[src/rtl/sdram_cmd_pkg.sv]
package sdram_cmd_pkg;
  localparam int OP_LSB   = 0;
  localparam int OP_W     = 3;
  localparam int TGT2_BIT = 3;
  localparam int TGT1_BIT = 4;
  localparam int NREF_LSB = 5;
  localparam int A10_BIT  = 10;

  typedef enum logic [OP_W-1:0] {
    OP_NORMAL = 3'd0,
    OP_CLK_ON = 3'd1,
    OP_PALL   = 3'd2,
    OP_AREF   = 3'd3,
    OP_LMR    = 3'd4,
    OP_SREF   = 3'd5,
    OP_PDOWN  = 3'd6,
    OP_RSVD   = 3'd7
  } sdr_op_e;

  typedef struct packed {
    logic ras_n;
    logic cas_n;
    logic we_n;
  } sdr_ctl_t;

  localparam sdr_ctl_t CTL_NOP  = '{ras_n: 1'b1, cas_n: 1'b1, we_n: 1'b1};
  localparam sdr_ctl_t CTL_PALL = '{ras_n: 1'b0, cas_n: 1'b1, we_n: 1'b0};
  localparam sdr_ctl_t CTL_AREF = '{ras_n: 1'b0, cas_n: 1'b0, we_n: 1'b1};
  localparam sdr_ctl_t CTL_LMR  = '{ras_n: 1'b0, cas_n: 1'b0, we_n: 1'b0};
endpackage

[src/rtl/sdram_cmd_check.sv]
module sdram_cmd_check
  import sdram_cmd_pkg::*;
#(
  parameter bit DUAL_BANK = 1'b1,
  parameter int NREF_W    = 4,
  parameter int MRD_W     = 14,
  localparam int WORD_W   = NREF_LSB + NREF_W + MRD_W
) (
  input  logic              cmd_we_i,
  input  logic [WORD_W-1:0] cmd_word_i,
  input  logic              clk_on_i,
  input  logic              busy_i,
  output logic              accept_o,
  output logic              collide_o,
  output sdr_op_e           op_o,
  output logic [1:0]        tgt_o,
  output logic [NREF_W-1:0] nref_o,
  output logic [MRD_W-1:0]  mrd_o
);
  logic bank_ok, legal;

  assign op_o   = sdr_op_e'(cmd_word_i[OP_LSB +: OP_W]);
  assign tgt_o  = {cmd_word_i[TGT2_BIT], cmd_word_i[TGT1_BIT]};
  assign nref_o = cmd_word_i[NREF_LSB +: NREF_W];
  assign mrd_o  = cmd_word_i[NREF_LSB+NREF_W +: MRD_W];

  generate
    if (DUAL_BANK) begin : g_dual
      // both devices must see precharge-all and refresh together
      assign bank_ok = !((op_o == OP_PALL || op_o == OP_AREF) && tgt_o != 2'b11);
    end else begin : g_single
      assign bank_ok = !tgt_o[1];
    end
  endgenerate

  assign legal = (tgt_o != 2'b00) && (op_o != OP_RSVD) && bank_ok &&
                 (clk_on_i || op_o == OP_CLK_ON);

  assign accept_o  = cmd_we_i && !busy_i && legal;
  assign collide_o = cmd_we_i && busy_i;
endmodule

[src/rtl/sdram_cmd_fsm.sv]
module sdram_cmd_fsm
  import sdram_cmd_pkg::*;
#(
  parameter bit DUAL_BANK = 1'b1,
  parameter int NREF_W    = 4,
  parameter int MRD_W     = 14,
  parameter int T_RC      = 4,
  parameter int T_RP      = 2,
  parameter int T_MRD     = 2
) (
  input  logic              clk_i,
  input  logic              rst_ni,
  input  logic              accept_i,
  input  sdr_op_e           op_i,
  input  logic [1:0]        tgt_i,
  input  logic [NREF_W-1:0] nref_i,
  input  logic [MRD_W-1:0]  mrd_i,
  output logic              busy_o,
  output logic              clk_on_o,
  output logic              cke_o,
  output logic [1:0]        cs_n_o,
  output sdr_ctl_t          ctl_o,
  output logic [MRD_W-1:0]  addr_o
);
  localparam int GAP_A   = (T_RC > T_RP) ? T_RC : T_RP;
  localparam int GAP_MAX = (GAP_A > T_MRD) ? GAP_A : T_MRD;
  localparam int WAIT_W  = (GAP_MAX > 0) ? $clog2(GAP_MAX + 1) : 1;
  localparam logic [1:0] BANK_MASK = DUAL_BANK ? 2'b11 : 2'b01;

  logic              busy_q, clk_on_q, cke_q;
  logic [WAIT_W-1:0] wait_q;
  logic [NREF_W-1:0] rep_q;
  logic [1:0]        cs_n_q;
  sdr_ctl_t          ctl_q;
  logic [MRD_W-1:0]  addr_q;

  function automatic logic [WAIT_W-1:0] gap_of(sdr_op_e op);
    case (op)
      OP_PALL: return WAIT_W'(T_RP);
      OP_AREF: return WAIT_W'(T_RC);
      OP_LMR:  return WAIT_W'(T_MRD);
      default: return '0;
    endcase
  endfunction

  always_ff @(posedge clk_i or negedge rst_ni) begin
    if (!rst_ni) begin
      busy_q   <= 1'b0;
      clk_on_q <= 1'b0;
      cke_q    <= 1'b0;
      wait_q   <= '0;
      rep_q    <= '0;
      cs_n_q   <= 2'b11;
      ctl_q    <= CTL_NOP;
      addr_q   <= '0;
    end else if (!busy_q) begin
      cs_n_q <= 2'b11;
      ctl_q  <= CTL_NOP;
      addr_q <= '0;
      if (accept_i) begin
        busy_q <= 1'b1;
        cs_n_q <= ~(tgt_i & BANK_MASK);
        wait_q <= gap_of(op_i);
        rep_q  <= (op_i == OP_AREF) ? nref_i : '0;
        case (op_i)
          OP_CLK_ON: begin clk_on_q <= 1'b1; cke_q <= 1'b1; end
          OP_NORMAL: cke_q <= 1'b1;
          OP_PALL:   begin ctl_q <= CTL_PALL; addr_q[A10_BIT] <= 1'b1; end
          OP_AREF:   ctl_q <= CTL_AREF;
          OP_LMR:    begin ctl_q <= CTL_LMR; addr_q <= mrd_i; end
          OP_SREF:   begin ctl_q <= CTL_AREF; cke_q <= 1'b0; end
          OP_PDOWN:  cke_q <= 1'b0;
          default:   ;
        endcase
      end
    end else begin
      ctl_q  <= CTL_NOP;
      addr_q <= '0;
      if (wait_q != '0) begin
        wait_q <= wait_q - 1'b1;
      end else if (rep_q != '0) begin
        rep_q  <= rep_q - 1'b1;
        ctl_q  <= CTL_AREF;
        wait_q <= WAIT_W'(T_RC);
      end else begin
        busy_q <= 1'b0;
        cs_n_q <= 2'b11;
      end
    end
  end

  assign busy_o   = busy_q;
  assign clk_on_o = clk_on_q;
  assign cke_o    = cke_q;
  assign cs_n_o   = cs_n_q;
  assign ctl_o    = ctl_q;
  assign addr_o   = addr_q;

  // refresh spacing monitor
  logic              ar_now, ar_seen_q;
  logic [WAIT_W:0]   since_q;
  assign ar_now = (ctl_q == CTL_AREF) && cke_q && (cs_n_q != 2'b11);
  always_ff @(posedge clk_i or negedge rst_ni) begin
    if (!rst_ni) begin
      ar_seen_q <= 1'b0;
      since_q   <= '0;
    end else if (ar_now) begin
      ar_seen_q <= 1'b1;
      since_q   <= '0;
    end else if (since_q <= (WAIT_W+1)'(T_RC)) begin
      since_q <= since_q + 1'b1;
    end
  end

  assert_aref_gap_R8: assert property (@(posedge clk_i) disable iff (!rst_ni)
    (ar_now && ar_seen_q) |-> (since_q >= (WAIT_W+1)'(T_RC)));

  assert_lmr_addr_R9: assert property (@(posedge clk_i) disable iff (!rst_ni)
    (accept_i && !busy_o && op_i == OP_LMR) |=> (ctl_o == CTL_LMR && addr_o == $past(mrd_i)));

  assert_sref_cke_R10: assert property (@(posedge clk_i) disable iff (!rst_ni)
    (accept_i && !busy_o && op_i == OP_SREF) |=> (!cke_o && ctl_o == CTL_AREF));

  assert_accept_busy_R6: assert property (@(posedge clk_i) disable iff (!rst_ni)
    (accept_i && !busy_o) |=> busy_o);
endmodule

[src/rtl/sdram_cmd_seq.sv]
module sdram_cmd_seq
  import sdram_cmd_pkg::*;
#(
  parameter bit DUAL_BANK = 1'b1,
  parameter int NREF_W    = 4,
  parameter int MRD_W     = 14,
  parameter int T_RC      = 4,
  parameter int T_RP      = 2,
  parameter int T_MRD     = 2,
  localparam int WORD_W   = NREF_LSB + NREF_W + MRD_W
) (
  input  logic              clk_i,
  input  logic              rst_ni,
  input  logic              cmd_we_i,
  input  logic [WORD_W-1:0] cmd_word_i,
  output logic              busy_o,
  output logic              err_o,
  output logic              sdclk_en_o,
  output logic              cke_o,
  output logic [1:0]        cs_n_o,
  output logic              ras_n_o,
  output logic              cas_n_o,
  output logic              we_n_o,
  output logic [MRD_W-1:0]  addr_o
);
  logic              accept, collide, busy, clk_on;
  sdr_op_e           op;
  logic [1:0]        tgt;
  logic [NREF_W-1:0] nref;
  logic [MRD_W-1:0]  mrd;
  sdr_ctl_t          ctl;
  logic              err_q;

  sdram_cmd_check #(
    .DUAL_BANK(DUAL_BANK), .NREF_W(NREF_W), .MRD_W(MRD_W)
  ) u_check (
    .cmd_we_i  (cmd_we_i),
    .cmd_word_i(cmd_word_i),
    .clk_on_i  (clk_on),
    .busy_i    (busy),
    .accept_o  (accept),
    .collide_o (collide),
    .op_o      (op),
    .tgt_o     (tgt),
    .nref_o    (nref),
    .mrd_o     (mrd)
  );

  sdram_cmd_fsm #(
    .DUAL_BANK(DUAL_BANK), .NREF_W(NREF_W), .MRD_W(MRD_W),
    .T_RC(T_RC), .T_RP(T_RP), .T_MRD(T_MRD)
  ) u_fsm (
    .clk_i   (clk_i),
    .rst_ni  (rst_ni),
    .accept_i(accept),
    .op_i    (op),
    .tgt_i   (tgt),
    .nref_i  (nref),
    .mrd_i   (mrd),
    .busy_o  (busy),
    .clk_on_o(clk_on),
    .cke_o   (cke_o),
    .cs_n_o  (cs_n_o),
    .ctl_o   (ctl),
    .addr_o  (addr_o)
  );

  always_ff @(posedge clk_i or negedge rst_ni) begin
    if (!rst_ni)      err_q <= 1'b0;
    else if (collide) err_q <= 1'b1;
  end

  assign busy_o     = busy;
  assign err_o      = err_q;
  assign sdclk_en_o = clk_on;
  assign ras_n_o    = ctl.ras_n;
  assign cas_n_o    = ctl.cas_n;
  assign we_n_o     = ctl.we_n;

  assert_gate_R2: assert property (@(posedge clk_i) disable iff (!rst_ni)
    !sdclk_en_o |-> (cs_n_o == 2'b11));

  assert_err_set_R12: assert property (@(posedge clk_i) disable iff (!rst_ni)
    (cmd_we_i && busy_o) |=> err_o);

  assert_err_sticky_R12: assert property (@(posedge clk_i) disable iff (!rst_ni)
    err_o |=> err_o);

  generate
    if (DUAL_BANK) begin : g_chk_dual
      assert_pall_both_R4: assert property (@(posedge clk_i) disable iff (!rst_ni)
        (ctl == CTL_PALL && cs_n_o != 2'b11) |-> (cs_n_o == 2'b00));
    end else begin : g_chk_single
      assert_unused_cs_R5: assert property (@(posedge clk_i) disable iff (!rst_ni)
        cs_n_o[1]);
    end
  endgenerate
endmodule

[config.mk]
export PLATFORM = sky130hd
export DESIGN_NAME = sdram_cmd_seq
export DESIGN_NICKNAME = d
export VERILOG_FILES = /design/src/rtl/sdram_cmd_pkg.sv /design/src/rtl/sdram_cmd_check.sv /design/src/rtl/sdram_cmd_fsm.sv /design/src/rtl/sdram_cmd_seq.sv
export SDC_FILE = /design/constraint.sdc
export NUM_CORES = 1
export LEC_CHECK = 0
export ABC_AREA = 1
export CORE_MARGIN = 1
export CORE_UTILIZATION = 45
export CTS_BUF_LIST = sky130_fd_sc_hd__clkbuf_4 sky130_fd_sc_hd__clkbuf_8
export CTS_CLUSTER_DIAMETER = 30
export DETAILED_ROUTE_END_ITERATION = 10
export HOLD_SLACK_MARGIN = 0.08
export PLACE_DENSITY = 0.9
export RECOVER_POWER = 25
export SETUP_SLACK_MARGIN = 0.1
export SYNTH_ARGS = -nofsm -noshare
export SYNTH_HDL_FRONTEND = slang
export SYNTH_SLANG_ARGS = --single-unit
[constraint.sdc]
create_clock -name clk_i -period 1.6 [get_ports clk_i]
set_input_delay 0.16 -clock clk_i [delete_from_list [all_inputs] [get_ports clk_i]]
set_output_delay 0.16 -clock clk_i [all_outputs]
set_load 0.05 [all_outputs]
Word level (Yosys, flattened, before mapping)
Index checks and enable logic that the tools add are counted.
{"block": "classes", "add_sub_neg": 2, "n_eq_ne": 12, "mux": 29, "bitwise": 2, "reduce_logical": 26}
{"cell": "$mux 14", "n": 2}
{"cell": "$mux 3", "n": 9}
{"cell": "$mux 4", "n": 5}
{"cell": "$mux 10", "n": 1}
{"cell": "$eq 3x3->1 const B", "n": 3}
{"cell": "$pmux 3 s3", "n": 1}
{"cell": "$reduce_and 3->1", "n": 3}
{"cell": "$mux 2", "n": 4}
{"cell": "$ne 2x2->1 const B", "n": 4}
{"cell": "$reduce_or 2->1", "n": 4}
{"cell": "$logic_and 1x1->1", "n": 7}
{"cell": "$eq 3x2->1 const B", "n": 2}
{"cell": "$ne 3x3->1 const B", "n": 2}
{"cell": "$pmux 3 s2", "n": 1}
{"cell": "$reduce_bool 2->1", "n": 3}
{"cell": "$mux 1", "n": 4}
{"cell": "$pmux 1 s2", "n": 2}
{"cell": "$reduce_and 2->1", "n": 2}
{"cell": "$reduce_bool 4->1", "n": 1}
{"cell": "$sub 4x1->4 const B", "n": 1}
{"cell": "$eq 3x1->1 const B", "n": 1}
{"cell": "$logic_not 3->1", "n": 1}
{"cell": "$reduce_bool 3->1", "n": 1}
{"cell": "$sub 3x1->3 const B", "n": 1}
{"cell": "4 further kinds", "n": 6}
{"block": "word_totals", "regBits": 30, "in_bits": 26, "word_cells": 82}

Logic depth before layout (Yosys ltp)
{"block": "logic_depth", "ltp_word": 9, "ltp_mapped": 9, "ltp_nobuf": 9}

By module
A second synthesis with hierarchy kept.
{"block": "unflattened", "cells_unflattened": 202, "area_unflattened_um2": 1624.1}
{"module": "sdram_cmd_fsm", "n_inst": 1, "cells_each": 159, "area_each_um2": 1347.5}
{"module": "sdram_cmd_check", "n_inst": 1, "cells_each": 39, "area_each_um2": 240.2}
{"module": "sdram_cmd_seq", "n_inst": 1, "cells_each": 4, "area_each_um2": 36.3}

Worst setup path after synthesis
No wires, ideal clock.
{"block": "synth_path", "path_type": "flip-flop to flip-flop", "from": "register u_fsm.busy_q, in the netlist u_fsm.busy_o", "to": "register u_fsm.rep_q[2]", "setup_time_ns": 0.117, "arrival_time_ns": 1.446, "required_ns": 1.483, "setup_slack_ns": 0.037, "path_stages_with_launch": 10, "n_path_buf": 1, "synth_period_minus_slack_ns": 1.563, "path_cell_list": "dfrtp_1 -> buf_6 -> nor2_2 -> nand2_1 -> nor2_2 -> nand3_4 -> nand2_2 -> nand2_1 -> nand2_1 -> nand2_1"}
{"block": "synth_between", "elab_chain_cells": 5}
{"element": "start, declared", "line": "sdram_cmd_fsm.sv:30", "source": "logic busy_q, clk_on_q, cke_q;"}
{"element": "start signal, assigned", "line": "sdram_cmd_fsm.sv:48", "source": "busy_q <= 1'b0;"}
{"element": "start signal, assigned", "line": "sdram_cmd_fsm.sv:61", "source": "busy_q <= 1'b1;"}
{"element": "start signal, assigned", "line": "sdram_cmd_fsm.sv:86", "source": "busy_q <= 1'b0;"}
{"element": "$logic_not 1->1"}
{"element": "$logic_and 1x1->1 (2 in series)", "line": "sdram_cmd_check.sv:39", "source": "assign accept_o = cmd_we_i && !busy_i && legal;"}
{"element": "$reduce_bool 2->1 (no line)"}
{"element": "$reduce_and 3->1 (no line)"}
{"element": "end signal, assigned", "line": "sdram_cmd_fsm.sv:64", "source": "rep_q <= (op_i == OP_AREF) ? nref_i : '0;"}
{"element": "end signal, assigned", "line": "sdram_cmd_fsm.sv:82", "source": "rep_q <= rep_q - 1'b1;"}
{"element": "end, declared", "line": "sdram_cmd_fsm.sv:32", "source": "logic [NREF_W-1:0] rep_q;"}
Several ways; a longest one is shown, not always the timed one.
A chain may end at the register's enable or synchronous reset.

Worst setup path in the final report
{"block": "layout_path", "from": "register u_fsm.busy_q, in the netlist u_fsm.busy_o", "to": "register u_fsm.cke_q, in the netlist u_fsm.cke_o"}
{"block": "layout_between", "elab_chain_cells": 4}
{"element": "$logic_not 1->1"}
{"element": "$logic_and 1x1->1 (2 in series)", "line": "sdram_cmd_check.sv:39"}
{"element": "$reduce_and 3->1 (no line) (*)"}
{"element": "end signal, assigned", "line": "sdram_cmd_fsm.sv:50", "source": "cke_q <= 1'b0;"}
{"element": "end signal, assigned", "line": "sdram_cmd_fsm.sv:66", "source": "OP_CLK_ON: begin clk_on_q <= 1'b1; cke_q <= 1'b1; end"}
{"element": "end signal, assigned", "line": "sdram_cmd_fsm.sv:67", "source": "OP_NORMAL: cke_q <= 1'b1;"}
{"element": "end, declared", "line": "sdram_cmd_fsm.sv:30"}
Every way passes the cells marked *; elsewhere a longest branch is shown, timed or not.

==> flow_summary.ini <==
[run_status]
status = finished, violations left
violations = DRC

[logic_synthesis]
synth_xor_area_share_pct = 0
synth.area.mux_share_pct = 0
synth_seq_area_share_pct = 55.0
ys_warn_count = 0
netlist_area_sq_um = 1380
yosys.area_share.simple_pct = 28.5
synth_seq_cells = 30
synth_fa_ha_area_share_pct = 1.82
postSynthAreaPerCell_sq_um = 8.25
synth_compound_area_share_pct = 6.90
synth_top_family_by_area = simple AND/OR/NAND/NOR gates
ys_types = 18
netlist_instances = 167
syn-num-nets = 195

[timing]
rsz0062_at_grt = no
setup_viol_count_final = 0
finalWorstSetupSlack_ns = 0.190
clock_skew_ns = 0.00493
fin_tns_setup_ns = 0
hold_slack_ns = 0.352
post-route-period-util_pct = 88.1
finalCriticalPeriod_ns = 1.41
hold_violations = 0
relSlewSlack_pct = 53.0
fmax_mhz = 709
drv_slew = 0
tightestPinTransition_ns = 0.704

[floorplan]
die_area_sq_um = 3290
die_x_um = 57.3
fp-row-count = 19
die_y_um = 57.3
num_io_pins = 49
core-area_sq_um = 2830
start_util_pct = 48.7

[critical_path]
cp.required_ns = 1.83
crit_path_top_delay_cell = dfrtp_2
cp.arrival_ns = 1.64
end_kind = register
crit_buf_inv = 2
critPathLaunchType = register
cpPeakStageDelay_ns = 0.46
path_cells = nor2_2 > nand2_1 > nor2_2 > nand3_4 > inv_4 > nand2_1 > nand2_1 > inv_1
crit_top_cell = nand2_1
critPathMaxFanout = 16
cp_top_family = simple AND/OR/NAND/NOR gates
critPathKind = register to register

[clock_network]
cts-root-buf = clkbuf_4
clkTransAtPathRegs_ns = 0.08
htreeDepth = 2
cts-buffers-inserted = 5
clock-sinks = 30
cts_tree = done
clkLatencyLatePin_ns = 0.32
clockBufferDepth = 2

[routing]
drt-total-wl_um = 2930
drc = 7
drt_iter0_drc = 48
via_per_inst = 4.71
via_count = 1220
wl_per_cell_um = 11.3
first_pass_iters = 7
ant_nets = 0

[layout]
drive_gt1_share_pct = 21.9
nNetsFinal = 256
antenna_cells = 0
final_cells = 259
fin_area_sq_um = 1960
area_growth_syn_to_layout_pct = 42.1
final_common_cell = nand2_1
post-route-util_pct = 69.2
final_cell_mix = 49 x nand2_1, 28 x buf_4, 25 x nor2_1

[grt]
antenna_found_initial = 0
grt_first_pass_wirelength_um = 4790
top_usage_layer = met2
grt_max_degree = 31
grt_pass1_vias = 1107
use_met3_pct = 5.44
use_met1_pct = 25.7
grt_usage_pct = 19.8
use_met2_pct = 31.4
grt_overflow = 0

[power_and_ir_drop]
report.power.total_mw = 2.78
p_per_area_nw_per_um2 = 1420
peakVddDrop_uv = 855
power.leakage_nw = 0.990

[place]
portBuffers = 48
hpwl_um = 2190
place_area_sq_um = 1880
post-place-cells = 248
gp_congestion = 0.827
pre_cts_slack_ns = -0.0139

[worst_hold_path]
hold_class = primary input to register

[run]
cap_violations = 0
## cell usage after synthesis (all sizes together)
cell     n  share of area (%)
nor3b    2                1.1
ha       2                1.8
o21ai   10                3.6
o21bai   2                1.1
clkbuf   1               0.27
dfrtp   25                 45
nand2   51                 14
a21oi    6                2.2
inv     20                5.6
buf      3                1.9
dfstp    5                9.5
nand3   13                5.6
nor2    27                7.7
## power by group
group          total, mW  switching, mW  internal (mW)
combinational       1.33          0.829          0.504
clock              0.390          0.233          0.157
sequential          1.05          0.108          0.945
total               2.78           1.17           1.61
## flip-flops by register name, indices dropped and copies added (netlist names)
name / count
err_o: 1
u_fsm.addr_o: 14
u_fsm.busy_o: 1
u_fsm.cke_o: 1
u_fsm.clk_on_o: 1
u_fsm.cs_n_o: 2
u_fsm.ctl_o: 3
u_fsm.rep_q: 4
u_fsm.wait_q: 3
## cell type report
cell class              instances  area [sq um]
fillers                       222           871
flip-flops and latches         30           758
multi-input cells             113           524
repair buffers                 58           512
inverters                      20          77.6
well taps                      31          38.8
clock buffers                   5          37.5
clock inverters                 2          10.0
## routing by layer
| layer | share of wire [%] | vias to the layer above | routed length (um) |
|---|---|---|---|
| met5 | 0 | - | 0 |
| met1 | 44 | 548 | 1270 |
| met4 | 2.1 | 0 | 60 |
| met3 | 3.8 | 5 | 112 |
| li1 | - | 638 | - |
| met2 | 51 | 29 | 1480 |
## timing repair
item / CTS / global route
gates resized for setup: 3 / 6
setup endpoints to repair: 3 / 10
setup buffers: 0 / 4
hold buffers: 0 / 0
cloned: 0 / 0
## tightest hold or removal path, delay by kind of cell
family / cells / cell delay (ns)
buf+inv: 1 / 0.39
simple gates: 2 / 0.09
## logic make-up after synthesis
logic type	count (synthesis)
and+or+nand+nor	93
AOI/OAI and AO/OA	18
adders and majority gates	2
buffers and inverters	24
DFF	30
## final timing paths
kind | slack, ns | endpoint | start | cells after the start
min reg2reg | 0.49 | err_o$_DFFE_PN0P_ | err_o$_DFFE_PN0P_ | 1
min in group asynchronous | 0.43 | u_fsm.addr_o[3]$_DFF_PN0_ | rst_ni | 2
max | 0.19 | u_fsm.cke_o$_DFFE_PN0P_ | u_fsm.busy_o$_DFF_PN0_ | 8
max in group asynchronous | 0.68 | u_fsm.busy_o$_DFF_PN0_ | rst_ni | 2
max reg2reg | 0.19 | u_fsm.cke_o$_DFFE_PN0P_ | u_fsm.busy_o$_DFF_PN0_ | 8
min | 0.35 | u_fsm.addr_o[8]$_DFF_PN0_ | cmd_word_i[17] | 3
(Power assumes the default switching activity.)
